`src/rtl/strobed_out_pkg.sv`:
```
package strobed_out_pkg;

  // Strobes from the control section to the byte datapath
  typedef struct packed {
    logic clrByte;   // return the latch to zero
    logic loadByte;  // capture the bus byte
  } dpStrobe_t;

  // Bit set/reset command word layout (8-bit control word)
  localparam int CMD_FLAG_BIT = 7;
  localparam int CMD_SEL_LSB  = 1;
  localparam int CMD_SEL_W    = 3;
  localparam int CMD_VAL_BIT  = 0;

endpackage

```
`src/rtl/strobed_out_sync.sv`:
```
module strobed_out_sync #(
  parameter int   STAGES = 2,
  parameter logic IDLE   = 1'b1
) (
  input  logic clk,
  input  logic rst,
  input  logic din,
  output logic level,
  output logic fell
);

  logic [STAGES-1:0] chain;
  logic              lastLevel;

  generate
    if (STAGES == 1) begin : g_single
      always_ff @(posedge clk) begin
        if (rst) chain <= IDLE;
        else     chain <= din;
      end
    end else begin : g_multi
      always_ff @(posedge clk) begin
        if (rst) chain <= {STAGES{IDLE}};
        else     chain <= {chain[STAGES-2:0], din};
      end
    end
  endgenerate

  assign level = chain[STAGES-1];

  always_ff @(posedge clk) begin
    if (rst) lastLevel <= IDLE;
    else     lastLevel <= level;
  end

  assign fell = lastLevel & ~level;

endmodule

```
`src/rtl/strobed_out_dp.sv`:
```
module strobed_out_dp
  import strobed_out_pkg::*;
#(
  parameter int DATA_W = 8
) (
  input  logic              clk,
  input  dpStrobe_t         strobes,
  input  logic [DATA_W-1:0] busData,
  output logic [DATA_W-1:0] dataOut
);

  logic [DATA_W-1:0] latchQ;

  always_ff @(posedge clk) begin
    if (strobes.clrByte)       latchQ <= '0;
    else if (strobes.loadByte) latchQ <= busData;
  end

  assign dataOut = latchQ;


  byte_hold_chk: assert property (@(posedge clk) disable iff (strobes.clrByte)
    !strobes.loadByte |=> $stable(dataOut));

endmodule

```
`src/rtl/strobed_out_ctrl.sv`:
```
module strobed_out_ctrl
  import strobed_out_pkg::*;
#(
  parameter int SYNC_STAGES = 2,
  parameter int INTE_BIT    = 6
) (
  input  logic                 clk,
  input  logic                 rst,
  input  logic                 wrN,
  input  logic                 ctlWr,
  input  logic                 cmdFlag,
  input  logic [CMD_SEL_W-1:0] cmdSel,
  input  logic                 cmdVal,
  input  logic                 ackN,
  output dpStrobe_t            strobes,
  output logic                 obfN,
  output logic                 intr
);

  localparam logic [CMD_SEL_W-1:0] INTE_SEL = INTE_BIT[CMD_SEL_W-1:0];

  logic wrPrev, wrRise, wrFall, wrSteady;
  logic ackLevel, ackFall;
  logic inte, bsrHit, intrSet;

  // Write strobe edges (strobe is already in this clock domain)
  always_ff @(posedge clk) begin
    if (rst) wrPrev <= 1'b1;
    else     wrPrev <= wrN;
  end

  assign wrRise   = wrN & ~wrPrev;
  assign wrFall   = ~wrN & wrPrev;
  assign wrSteady = wrN & wrPrev;

  // Acknowledge crosses from the peripheral domain
  strobed_out_sync #(
    .STAGES(SYNC_STAGES),
    .IDLE  (1'b1)
  ) ackSync_i (
    .clk  (clk),
    .rst  (rst),
    .din  (ackN),
    .level(ackLevel),
    .fell (ackFall)
  );

  // Buffer-full flag: a new byte wins over a same-edge acknowledge
  always_ff @(posedge clk) begin
    if (rst)          obfN <= 1'b1;
    else if (wrRise)  obfN <= 1'b0;
    else if (ackFall) obfN <= 1'b1;
  end

  // Interrupt enable from the bit set/reset command
  assign bsrHit = ctlWr & ~cmdFlag & (cmdSel == INTE_SEL);

  always_ff @(posedge clk) begin
    if (rst)         inte <= 1'b0;
    else if (bsrHit) inte <= cmdVal;
  end

  // Interrupt request
  assign intrSet = ackLevel & obfN & inte & wrSteady;

  always_ff @(posedge clk) begin
    if (rst)                 intr <= 1'b0;
    else if (wrFall || !inte) intr <= 1'b0;
    else if (intrSet)        intr <= 1'b1;
  end

  always_comb begin
    strobes.clrByte  = rst;
    strobes.loadByte = wrRise;
  end


  obf_fall_chk: assert property (@(posedge clk) disable iff (rst)
    $fell(obfN) |-> ($past(wrN) && !$past(wrN, 2)));


  obf_rise_chk: assert property (@(posedge clk) disable iff (rst)
    $rose(obfN) |-> $past(ackFall));


  wr_wins_chk: assert property (@(posedge clk) disable iff (rst)
    (wrRise && ackFall) |=> !obfN);


  intr_obf_chk: assert property (@(posedge clk) disable iff (rst)
    !obfN |-> !intr);


  intr_clr_chk: assert property (@(posedge clk) disable iff (rst)
    wrFall |=> !intr);


  intr_set_chk: assert property (@(posedge clk) disable iff (rst)
    $rose(intr) |-> $past(inte && obfN && ackLevel && wrN));


  inte_gate_chk: assert property (@(posedge clk) disable iff (rst)
    !inte |=> !intr);


  reset_state_chk: assert property (@(posedge clk)
    rst |=> (obfN && !intr && !inte));

endmodule

```
`src/rtl/strobed_out_port.sv`:
```
module strobed_out_port
  import strobed_out_pkg::*;
#(
  parameter int DATA_W      = 8,
  parameter int SYNC_STAGES = 2,
  parameter int INTE_BIT    = 6
) (
  input  logic              clk,
  input  logic              rst,
  input  logic              wrN,
  input  logic              ctlWr,
  input  logic [DATA_W-1:0] busData,
  input  logic              ackN,
  output logic [DATA_W-1:0] portOut,
  output logic              obfN,
  output logic              intr
);

  dpStrobe_t strobes;

  strobed_out_ctrl #(
    .SYNC_STAGES(SYNC_STAGES),
    .INTE_BIT   (INTE_BIT)
  ) ctrl_i (
    .clk    (clk),
    .rst    (rst),
    .wrN    (wrN),
    .ctlWr  (ctlWr),
    .cmdFlag(busData[CMD_FLAG_BIT]),
    .cmdSel (busData[CMD_SEL_LSB +: CMD_SEL_W]),
    .cmdVal (busData[CMD_VAL_BIT]),
    .ackN   (ackN),
    .strobes(strobes),
    .obfN   (obfN),
    .intr   (intr)
  );

  strobed_out_dp #(
    .DATA_W(DATA_W)
  ) dp_i (
    .clk    (clk),
    .strobes(strobes),
    .busData(busData),
    .dataOut(portOut)
  );

endmodule

```
`config.mk`:
```
export PLATFORM = sky130hd
export DESIGN_NAME = strobed_out_port
export DESIGN_NICKNAME = d
export VERILOG_FILES = /design/src/rtl/strobed_out_pkg.sv /design/src/rtl/strobed_out_sync.sv /design/src/rtl/strobed_out_dp.sv /design/src/rtl/strobed_out_ctrl.sv /design/src/rtl/strobed_out_port.sv
export SDC_FILE = /design/constraint.sdc
export NUM_CORES = 1
export LEC_CHECK = 0
export BUFFER_PORTS_ARGS = -buffer_cell sky130_fd_sc_hd__buf_2
export CORE_MARGIN = 4
export CORE_UTILIZATION = 38
export CTS_BUF_LIST = sky130_fd_sc_hd__clkbuf_16
export CTS_CLUSTER_SIZE = 24
export DETAILED_ROUTE_END_ITERATION = 8
export PLACE_DENSITY = 0.69
export RECOVER_POWER = 50
export SKIP_LAST_GASP = 1
export SLEW_MARGIN = 20
export SYNTH_ARGS = -nofsm -noshare
export SYNTH_HDL_FRONTEND = slang
export SYNTH_SLANG_ARGS = --single-unit
```
`constraint.sdc`:
```
create_clock -name clk -period 0.8 [get_ports clk]
set_input_delay 0.16 -clock clk [delete_from_list [all_inputs] [get_ports clk]]
set_output_delay 0.16 -clock clk [all_outputs]
set_load 0.05 [all_outputs]
```
=== After elaboration in Yosys (flattened, before gate mapping) ===
Index checks and enable logic that the tools add are counted.

* Add/subtract/negate cells: 0
* Multipliers: 0
* Div/mod/pow operators: 0
* Order comparisons: 0
* Eq/ne operators: 1
* Shift-type cells: 0
* Mux-type cells: 2
* Bitwise gates (word level): 13
* Reduce and logical (&&, ||, !) cells: 4

{| class="wikitable"
|+ Operator list
! operator !! number
|-
| $and A1 B1 Y1 || 9
|-
| $not A1 Y1 || 4
|-
| $eq A3 B3 Y1 const B || 1
|-
| $mux W1 || 2
|-
| $reduce_bool A2 Y1 || 1
|-
| $reduce_or A2 Y1 || 1
|-
| $logic_not A1 Y1 || 1
|-
| $logic_or A1 B1 Y1 || 1
|}

* Flip-flop bits (word level): 15
* Latch bits: 0
* Memory bits (writable): 0
* ROM bits: 0
* Bits of input ports: 13
* Output and inout bits: 10
* Memories kept: 0

=== Depth between registers and ports, before layout ===
Gate-level depths: netlist of run 1.

* Depth in word-level cells: 4
* Mapped depth: 4
* Mapped depth without buffers: 3

=== Cells and area by module ===
A second synthesis of run 1 with hierarchy kept.

* Cell total of the unflattened synthesis: 51
* Area, all modules: 541.8 um2

{| class="wikitable"
|+ Modules (own cells, without submodules)
! module !! instances !! cells each !! area each (um2) !! sequential area each (um2)
|-
| strobed_out_dp || 1 || 26 || 285.3 || 160.2
|-
| strobed_out_ctrl || 1 || 18 || 171.4 || 80.1
|-
| strobed_out_sync || 1 || 7 || 85.1 || 60.1
|}

=== Least setup slack after synthesis of run 1 ===
OpenSTA, ideal clock, no wires.

* Path kind: reg-to-reg
* Start: register ctrl_i.obfN
* End: register ctrl_i.intr
* Setup time: 0.078 ns
* Data arrival time: 0.932 ns
* Required time: 0.722 ns
* Slack: -0.210 ns
* Cell stages (with the launch flop): 3
* Buffers on the path: 0
* Clock period less this slack: 1.010 ns
* Cell sequence: dfxtp_1 a31oi_1 nor3_1

* Cells in the longest elaborated chain, start to end: 3

{| class="wikitable"
|+ RTL lines
! what !! line !! RTL
|-
| start, declared || strobed_out_ctrl.sv:16 || <nowiki>output logic obfN,</nowiki>
|-
| start signal, assigned || strobed_out_ctrl.sv:50 || <nowiki>if (rst) obfN <= 1'b1;</nowiki>
|-
| start signal, assigned || strobed_out_ctrl.sv:51 || <nowiki>else if (wrRise) obfN <= 1'b0;</nowiki>
|-
| start signal, assigned || strobed_out_ctrl.sv:52 || <nowiki>else if (ackFall) obfN <= 1'b1;</nowiki>
|-
| $and A1 B1 Y1 (3 in a row) || strobed_out_ctrl.sv:64 || <nowiki>assign intrSet = ackLevel & obfN & inte & wrSteady;</nowiki>
|-
| end signal, assigned || strobed_out_ctrl.sv:67 || <nowiki>if (rst) intr <= 1'b0;</nowiki>
|-
| end signal, assigned || strobed_out_ctrl.sv:68 || <nowiki>else if (wrFall || !inte) intr <= 1'b0;</nowiki>
|-
| end signal, assigned || strobed_out_ctrl.sv:69 || <nowiki>else if (intrSet) intr <= 1'b1;</nowiki>
|-
| end, declared || strobed_out_ctrl.sv:17 || <nowiki>output logic intr</nowiki>
|}

No other way between the ends.
A chain may end at the register's enable or synchronous reset.

=== Worst setup path in the final report of run 1 ===
* Start: register ctrl_i.obfN
* End: output obfN

{| class="wikitable"
|+ RTL lines
! what !! line !! RTL
|-
| end, declared || strobed_out_port.sv:15 || <nowiki>output logic obfN,</nowiki>
|}

No word-level cell between the ends.

==> results of run 1 <==
-- placed cells by master, fill, tap and decap left out, drive strengths merged --
| cell | instances |
|---|---|
| buf | 31 |
| nor2b | 2 |
| clkbuf | 4 |
| a31oi | 1 |
| nor2 | 1 |
| o21bai | 1 |
| nor3 | 1 |
| dfxtp | 15 |
| or2 | 4 |
| nand2 | 16 |
| mux2i | 1 |
| a21oi | 9 |
| nand4 | 1 |
| nand2b | 3 |
| inv | 2 |
-- registers in the layout (all words and copies together) (netlist names) --
signal / flops
ctrl_i.ackSync_i.chain: 2
ctrl_i.obfN: 1
dp_i.dataOut: 8
ctrl_i.inte: 1
ctrl_i.intr: 1
ctrl_i.ackSync_i.lastLevel: 1
ctrl_i.wrPrev: 1
-- kinds of logic after synthesis --
kind of cell / after synthesis
simple gates: 28
compound gates: 11
flops: 15
buf+inv: 4
mux: 1
-- through the flow --
step	setup TNS (ns)	power (mW)
after floorplan	0	0.916
after global placement	-0.707	0.979
after detailed placement	-0.978	0.980
after CTS	-0.854	1.96
after global routing	-1.79	2.06
final	-1.21	1.99
-- routing by layer --
layer  wire (µm)  vias to the layer above  global-route usage [%]  share of wire [%]
li1            -                      259                       -                  -
met1         562                      244                    16.7                 42
met2         701                       11                    18.4                 53
met3          60                        2                    5.58                4.5
met4           8                        0                    7.02               0.60
met5           0                        -                       0                  0
-- what timing repair did --
action	CTS	global route
setup buffers	4	2
hold buffers	0	0
gates resized for setup	32	25
endpoints found under the setup margin	19	20
endpoints found under the hold margin	0	0
pin swaps	0	8
-- power groups by stage --
stage | clock (mW) | combinational (mW) | sequential [mW]
global route | 0.979 | 0.284 | 0.799
detailed placement | 0 | 0.178 | 0.802
global placement | 0 | 0.177 | 0.801
finish | 0.929 | 0.268 | 0.796
floorplan | 0 | 0.0564 | 0.859
CTS | 0.942 | 0.226 | 0.795
-- final timing paths --
kind,endpoint,slack [ns],depth (start not counted)
hold / removal,ctrl_i.ackSync_i.chain[0],0.10,2
setup / recovery,obfN,-0.09,1
setup reg to reg,dp_i.dataOut[4],-0.06,4
hold reg to reg,ctrl_i.ackSync_i.chain[1],0.41,1
-- final cells by class --
cell class                      instances  area (µm²)
Sequential cell                        15         319
Fill cell                              81         303
Timing Repair Buffer                   32         295
Multi-Input combinational cell         40         283
Clock buffer                            3        75.1
Tap cell                               15        18.8
Clock inverter                          1        3.75
Inverter                                1        3.75
==> metrics, run 1 <==
status complete, but fails checks; failing checks setup timing; Max Fclk 1.12 GHz; Final period util 111%; Post-synth EDFFs 0; IO Count 23; Hold Slack 0.101 ns; Critical Path RT between 0.6 and 0.7 ns; gr usage total 13.1%; Placed Area 678 µm²; DRT iter0 DRCs 9; Detailed Routing Iterations Pass 1 3; cell area after synthesis about 520 µm²; Peak VDD IR 1.66 mV; CP Max Fanout 2; Synth Area in Compound Gates 11.3%; crit path launch ctrl_i.obfN; worst relative slew slack 72.1%; Synthesized Nets between 70 and 80; Sink Count 15; Clk Latency, worst-skew pair about 0.24 ns; RD Place Congestion 0.693; crit path DAT 0.73 ns; DIE AREA 0.00203 mm²; adder and majority gate portion of the synthesized area 0%; largest net degree at the start of global routing 12; Setup Crit Path Kind flop to output pin; flops & latches, synth 15; number of diodes 0; register area share after synthesis 57.6%; Period minus WS final roughly 0.9 ns; Clk Tree Root Cell clkbuf_16; most frequent cell after synthesis nand2_1; Syn Inst Count between 50 and 60; H-tree depth 1; placed instance count between 90 and 100; fin cells approximately 110; Clock Skew 0.000498 ns; main combinational cell family by area after synthesis simple AND/OR/NAND/NOR gates; CP max stage cell dfxtp_4; Overflow after GRT 0; worst r2r src ctrl_i.wrPrev; clock network fraction of design power a little under half; vias in the first global route 442; Slew Viols, Final 0; WP buf/inv 1; ys flop type dfxtp_1; via count 516; Logic pwr share a little over an eighth; area leader, netlist dfxtp_1; fin area around 1000 µm²; Final Hold Violating Endpoints 0; DIE WIDTH around 45 µm; initial antenna violation count 0; startpoint types flop; dpl ws -0.125 ns; multiplexer share of the synthesized area 1.92%; post-synthesis xor/xnor area fraction 0%; Pwr Density around 2000 mW/mm²; antenna viol nets, final 0; top post-synthesis cells by area dfxtp_1, nand2_1, a21oi_1; crit end category output pin; Worst path top cell family by delay flip-flops; Max clock buf depth 2; Max stage delay on crit path 0.35 ns; Max Cap Violations 0; num rows 13; post-synth top area share a little under three fifths; critical-path cell list buf_8; post-synthesis average cell area just under 9 µm²; Worst Slack Setup Final -0.0893 ns; Netlist cell types 16; Area Overhead vs Synth 91.4%; clock tree from TritonCTS yes; Power Internal about 1.6 mW; Leak Pwr 0.450 nW; Setup-failing EPs final 19; Core ar. between 0.001 and 0.0015 mm²; sequential power share 40.0%; Hold Path Origin ackN; wirelength, routed about 1300 µm; first-pass GRT wire length 1910 µm; RSZ-0062 raised after global routing true; yosys warns 0; Core Util, Final 76.7%; number of CTS-inserted buffers 3; Synth Area in Simple Gates approximately 25%; Psw between 400 and 500 µW; worst slew pin tran 0.418 ns; sw frac 21.6%; share of synthesized registers carrying an async set or reset 0%; DRC Markers 0; Chip Height 45.1 µm; post-DP HPWL 803 µm; Min-Delay Path Class input port to flop; Starting Density ~40%; Avg WL per Cell between 10 and 15 µm; vias per std cell approximately 4.8; Port Buffers 22; share of cells above drive strength 1 71.7%; Post-synth top cells nand2_1, dfxtp_1, a21oi_1, nand2b_1, or2_2; fin nets 106; CTS clk-pin slew, worst paths approximately 0.04 ns
No activity file was read; power rests on OpenSTA's default activity.
==> run 2: changes to the inputs <==
--- a/config.mk
+++ b/config.mk
@@ -5,7 +5,7 @@
 export SDC_FILE = /design/constraint.sdc
 export NUM_CORES = 1
 export LEC_CHECK = 0
-export BUFFER_PORTS_ARGS = -buffer_cell sky130_fd_sc_hd__buf_2
+export BUFFER_PORTS_ARGS = -buffer_cell sky130_fd_sc_hd__buf_4
 export CORE_MARGIN = 4
 export CORE_UTILIZATION = 38
 export CTS_BUF_LIST = sky130_fd_sc_hd__clkbuf_16
==> metrics, run 2 (synthesis results as in run 1) <==
number of diodes 0 (unchanged); fin nets 103 (-2.8%); max reg flops 8 (unchanged); Port Buffers 22 (unchanged); vias in the first global route 503 (+14%); Max Cap Violations 0 (unchanged); clock tree from TritonCTS yes; DRT iter0 DRCs 9 (unchanged); CTS clk-pin slew, worst paths 0.05 ns (about the same); Chip Height 45.1 µm (unchanged); Final period util 112% (+1.2 points); Peak VDD IR 1.40 mV (-16%); worst relative slew slack 77.3% (+5.2 points); Core ar. 0.00130 mm² (unchanged); Setup-failing EPs final 19 (unchanged); IO Count 23 (unchanged); crit end category output pin; Final Hold Violating Endpoints 0 (unchanged); Min-Delay Path Class input port to flop; Clk Tree Root Cell clkbuf_16; Setup Crit Path Kind flop to output pin; Clk Latency, worst-skew pair 0.24 ns (about the same); startpoint types flop; num rows 13 (unchanged); CP Max Fanout 2 (unchanged); Power Internal 1.57 mW (+0.35%); Logic pwr share 13.4% (about the same); Hold Slack 0.0961 ns (-0.00506 ns); initial antenna violation count 0 (unchanged); Worst path top cell family by delay flip-flops; largest net degree at the start of global routing 16 (+4); wirelength, routed 1340 µm (+0.75%); fin cells 104 (-2.8%); Leak Pwr 0.438 nW (-2.6%); post-DP HPWL 776 µm (-3.3%); Worst Slack Setup Final -0.0988 ns (-0.00950 ns); Period minus WS final 0.899 ns (+0.00950 ns); number of CTS-inserted buffers 3 (unchanged); Max clock buf depth 2 (unchanged); Pwr Density 2020 mW/mm² (+1.4%); critical-path cell list buf_8; RSZ-0062 raised after global routing true; most frequent cells in the layout buf_4, nand2_1, dfxtp_2, buf_8, a21oi_2; Area Overhead vs Synth 89.7%; Max stage delay on crit path 0.35 ns (about the same); status complete, but fails checks; Max Fclk 1.11 GHz (-1.1%); Avg WL per Cell 12.9 µm (+3.7%); placed instance count 96 (-1.0%); via count 486 (-5.8%); DIE AREA 0.00203 mm² (unchanged); Clock Skew 0.000362 ns (-0.000135 ns); DRC Markers 0 (unchanged); Slew Viols, Final 0 (unchanged); first-pass GRT wire length 1960 µm (+2.5%); Starting Density 40.1% (unchanged); Detailed Routing Iterations Pass 1 4 (+1); CP max stage cell dfxtp_2; Critical Path RT 0.64 ns (about the same); DIE WIDTH 45.1 µm (unchanged); crit path DAT 0.74 ns (about the same); vias per std cell 4.67 (-3.1%); most common cell after layout, fill and taps aside buf_4; Overflow after GRT 0 (unchanged); Psw 435 µW (+1.2%); WP buf/inv 1 (unchanged); antenna viol nets, final 0 (unchanged); share of cells above drive strength 1 69.7% (-2.1 points); Sink Count 15 (unchanged); worst slew pin tran 0.341 ns (-0.0780 ns); sw frac 21.7% (+0.14 points); sequential power share 39.8% (-0.2 points); H-tree depth 1 (unchanged); failing checks setup timing; clock network fraction of design power 46.8% (+0.2 points); gr usage total 13.2% (+0.15 points); RD Place Congestion 0.660 (-4.8%)
-- run 2: cell count changes in the layout (fill, tap and decap cells not counted) --
cell,change
a21oi_2,-1
buf_4,+8
clkbuf_1,-1
buf_8,-1
clkbuf_2,+1
buf_6,+1
buf_2,-11
nor2b_4,-1
a21oi_1,+1
nor2b_1,+1
-- run 2: power groups by stage --
stage / logic, mW / clock network [mW] / registers [mW]
CTS: 0.237 / 0.962 / 0.793
finish: 0.269 / 0.939 / 0.797
floorplan: 0.0564 / 0 / 0.859
global placement: 0.200 / 0 / 0.802
global route: 0.285 / 0.999 / 0.798
detailed placement: 0.201 / 0 / 0.803
-- run 2: path summary, 6_finish.rpt --
path	startpoint	endpoint	slack (ns)	depth (start not counted)
worst min-delay path	ackN	ctrl_i.ackSync_i.chain[0]	0.1	2
worst max-delay path	dp_i.dataOut[5]	portOut[5]	-0.1	1
worst min register to register	ctrl_i.ackSync_i.chain[0]	ctrl_i.ackSync_i.chain[1]	0.41	1
worst max register to register	ctrl_i.wrPrev	dp_i.dataOut[4]	-0.07	4
-- run 2: repair_timing --
item                                    4_1_cts  5_1_grt
buffers inserted                              3        1
gates cloned                                  0        0
gates resized for setup                      23       21
hold buffers                                  0        0
pin swaps                                     1       11
endpoints found under the setup margin       20       20
-- run 2: metrics by stage --
stage	setup WS [ns]	utilization (%)	setup TNS (ns)	power (mW)	area [µm²]
4_1_cts	-0.0931	69.9	-1.10	1.99	910
3_3_place_gp	-0.105	55.8	-0.729	1.00	726
3_5_place_dp	-0.139	55.8	-1.01	1.00	726
6_report	-0.0988	76.1	-1.21	2.00	990
5_1_grt	-0.105	76.1	-1.75	2.08	990
2_1_floorplan	0.000555	-	0	0.916	543
-- run 2: worst register-to-register path: cells and delay by family, from the launching register on --
kind,cells,cell delay [ns]
simple gates,2,0.19
compound gates,1,0.12
buf+inv,1,0.14
flops,1,0.35
-- run 2: cell type report --
class / count / area, µm²
Clock buffer: 3 / 75.1
Sequential cell: 15 / 319
Timing Repair Buffer: 29 / 298
Clock inverter: 1 / 3.75
Inverter: 1 / 3.75
Multi-Input combinational cell: 40 / 272
Tap cell: 15 / 18.8
Fill cell: 95 / 312
-- run 2: metal layers --
layer / vias up / track usage, % / share of wire [%]
li1: 251 / - / -
met1: 226 / 14.7 / 39
met2: 9 / 22.6 / 57
met3: 0 / 3.59 / 4.4
met4: 0 / 7.02 / 0
met5: - / 0 / 0
==> run 3: changes to the inputs <==
--- a/config.mk
+++ b/config.mk
@@ -7,7 +7,7 @@
 export LEC_CHECK = 0
 export BUFFER_PORTS_ARGS = -buffer_cell sky130_fd_sc_hd__buf_4
 export CORE_MARGIN = 4
-export CORE_UTILIZATION = 38
+export CORE_UTILIZATION = 40
 export CTS_BUF_LIST = sky130_fd_sc_hd__clkbuf_16
 export CTS_CLUSTER_SIZE = 24
 export DETAILED_ROUTE_END_ITERATION = 8
==> constraint.sdc (replaced) <==
create_clock -name clk -period 1 [get_ports clk]
set_input_delay 0.2 -clock clk [delete_from_list [all_inputs] [get_ports clk]]
set_output_delay 0.2 -clock clk [all_outputs]
set_load 0.05 [all_outputs]
==> metrics, run 3 (synthesis results as in run 1) <==
clock tree from TritonCTS yes; critical-path cell list buf_4; Post-CTS Hold Buffers 0 (unchanged); Final Hold Violating Endpoints 0 (unchanged); gr usage total 12.4% (-0.78 points); Slew Viols, Final 0 (unchanged); largest net degree at the start of global routing 16 (unchanged); Max Cap Violations 0 (unchanged); CTS clk-pin slew, worst paths 0.05 ns (about the same); sequential cell area 302 µm² (-5.5%); most common cell after layout, fill and taps aside buf_4; WP buf/inv 1 (unchanged); number of diodes 0 (unchanged); first-pass GRT wire length 1810 µm (-7.8%); fin nets 98 (-4.9%); Starting Density 44.6% (+4.5 points); worst relative slew slack 86.5% (+9.2 points); Max stage delay on crit path 0.33 ns (-0.02 ns); Final period util between 90% and 100%; RSZ-0062 raised after global routing true; Sink Count 15 (unchanged); wirelength, routed 1090 µm (-19%); Area Overhead vs Synth 54.9%; Min-Delay Path Class input port to flop; antenna viol nets, final 0 (unchanged); DRC Markers 0 (unchanged); Port Buffers 22 (unchanged); num rows 12 (-1); Clock Skew 0.00321 ns (+0.00285 ns); max reg flops 8 (unchanged); Max clock buf depth 2 (unchanged); DRT iter0 DRCs 5 (-4); number of CTS-inserted buffers 3 (unchanged); crit path DAT 0.77 ns (+0.03 ns); Peak VDD IR 1.36 mV (-2.8%); Routed met3 length 81 µm (+37%); filler cell count 100 (+5.3%); H-tree depth 1 (unchanged); Leak Pwr 0.370 nW (-16%); share of cells above drive strength 1 39.3% (-30 points); setup TNS 0 ns (+1.21 ns); Clk Latency, worst-skew pair 0.24 ns (about the same); Hold Slack 0.145 ns (+0.0486 ns); initial antenna violation count 0 (unchanged); Chip Height 44.1 µm (-2.1%); IO Count 23 (unchanged); most frequent cells in the layout buf_4, nand2_1, dfxtp_1; Pwr Density 1910 mW/mm² (-5.8%); post-DP HPWL 760 µm (-2.1%); crit end category output pin; number of post-CTS setup repair buffers 0 (-3); Placed Area 703 µm² (-3.1%); Setup-failing EPs final 0 (-19); Clk Tree Root Cell clkbuf_16; max layer used met4; status completed; met1 WL 494 µm (-5.2%); startpoint types flop; vias per std cell 4.68 (+0.23%); Critical Path RT 0.80 ns (+0.16 ns); vias in the first global route 431 (-14%); Setup Crit Path Kind flop to output pin; Overflow after GRT 0 (unchanged); Detailed Routing Iterations Pass 1 3 (-1); worst slew pin tran 0.203 ns (-0.138 ns); CP max stage cell dfxtp_1; Max Fclk between 1 and 1.5 GHz; DIE AREA 0.00195 mm² (-4.1%); Worst path top cell family by delay flip-flops; met2 wire length 504 µm (-34%); fin area 808 µm² (-18%); via count 459 (-5.6%); CP Max Fanout 2 (unchanged); Avg WL per Cell 11.1 µm (-14%); multi-input logic area 215 µm² (-21%); RD Place Congestion 0.658 (-0.26%); Core ar. 0.00117 mm² (-10%); DIE WIDTH 44.1 µm (-2.1%); Period minus WS final 0.965 ns
==> run 3: cell types whose count changed in the layout (fill, tap and decap cells not counted) <==
cell	previous run	this run
dfxtp_1	4	14
buf_8	9	0
dfxtp_2	9	1
a21oi_1	2	9
a21oi_2	7	0
buf_4	15	21
nand2_1	10	16
nand2_2	4	0
dfxtp_4	2	0
nand2_4	2	0
buf_6	4	3
clkbuf_2	1	0
nor3_1	0	1
nor3_2	1	0
==> run 3: what timing repair did <==
item,CTS,global route
endpoints found under the setup margin,9,5
gates cloned,0,0
gates resized for setup,2,5
==> run 3: per-layer routing <==
layer  global-route usage (%)  up-vias
li1                         -      241
met1                     15.4      204
met2                     18.9       12
met3                     4.88        2
met4                     5.42        0
met5                        0        -
==> run 3: metrics by stage <==
step	power, mW	cells	worst slack, ns	util, %
global route	1.61	98	-0.0201	69.0
floorplan	0.729	59	0.0753	-
global placement	0.799	94	-0.0866	60.0
finish	1.54	98	0.0350	69.0
detailed placement	0.800	94	-0.106	60.0
CTS	1.55	98	0.00459	67.2
==> run 3: worst paths after layout <==
| path | startpoint | endpoint | slack, ns | depth (start not counted) |
|---|---|---|---|---|
| setup / recovery | dp_i.dataOut[6] | portOut[6] | 0.03 | 1 |
| hold / removal | ackN | ctrl_i.ackSync_i.chain[0] | 0.14 | 2 |
| setup reg to reg | ctrl_i.wrPrev | dp_i.dataOut[4] | 0.09 | 4 |
| hold reg to reg | ctrl_i.ackSync_i.chain[0] | ctrl_i.ackSync_i.chain[1] | 0.40 | 1 |
==> run 3: layout make-up <==
| class | count | area share, % |
|---|---|---|
| Sequential cell | 15 | 37.3 |
| Multi-Input combinational cell | 40 | 26.6 |
| Timing Repair Buffer | 24 | 23.7 |
| Clock buffer | 3 | 9.29 |
| Tap cell | 14 | 2.17 |
| Clock inverter | 1 | 0.464 |
| Inverter | 1 | 0.464 |
==> run 3: power breakdown <==
part | internal (mW) | switching, mW | leakage (nW)
sequential | 0.621 | 0.0119 | 0.122
combinational | 0.0772 | 0.0896 | 0.206
clock | 0.527 | 0.215 | 0.0423
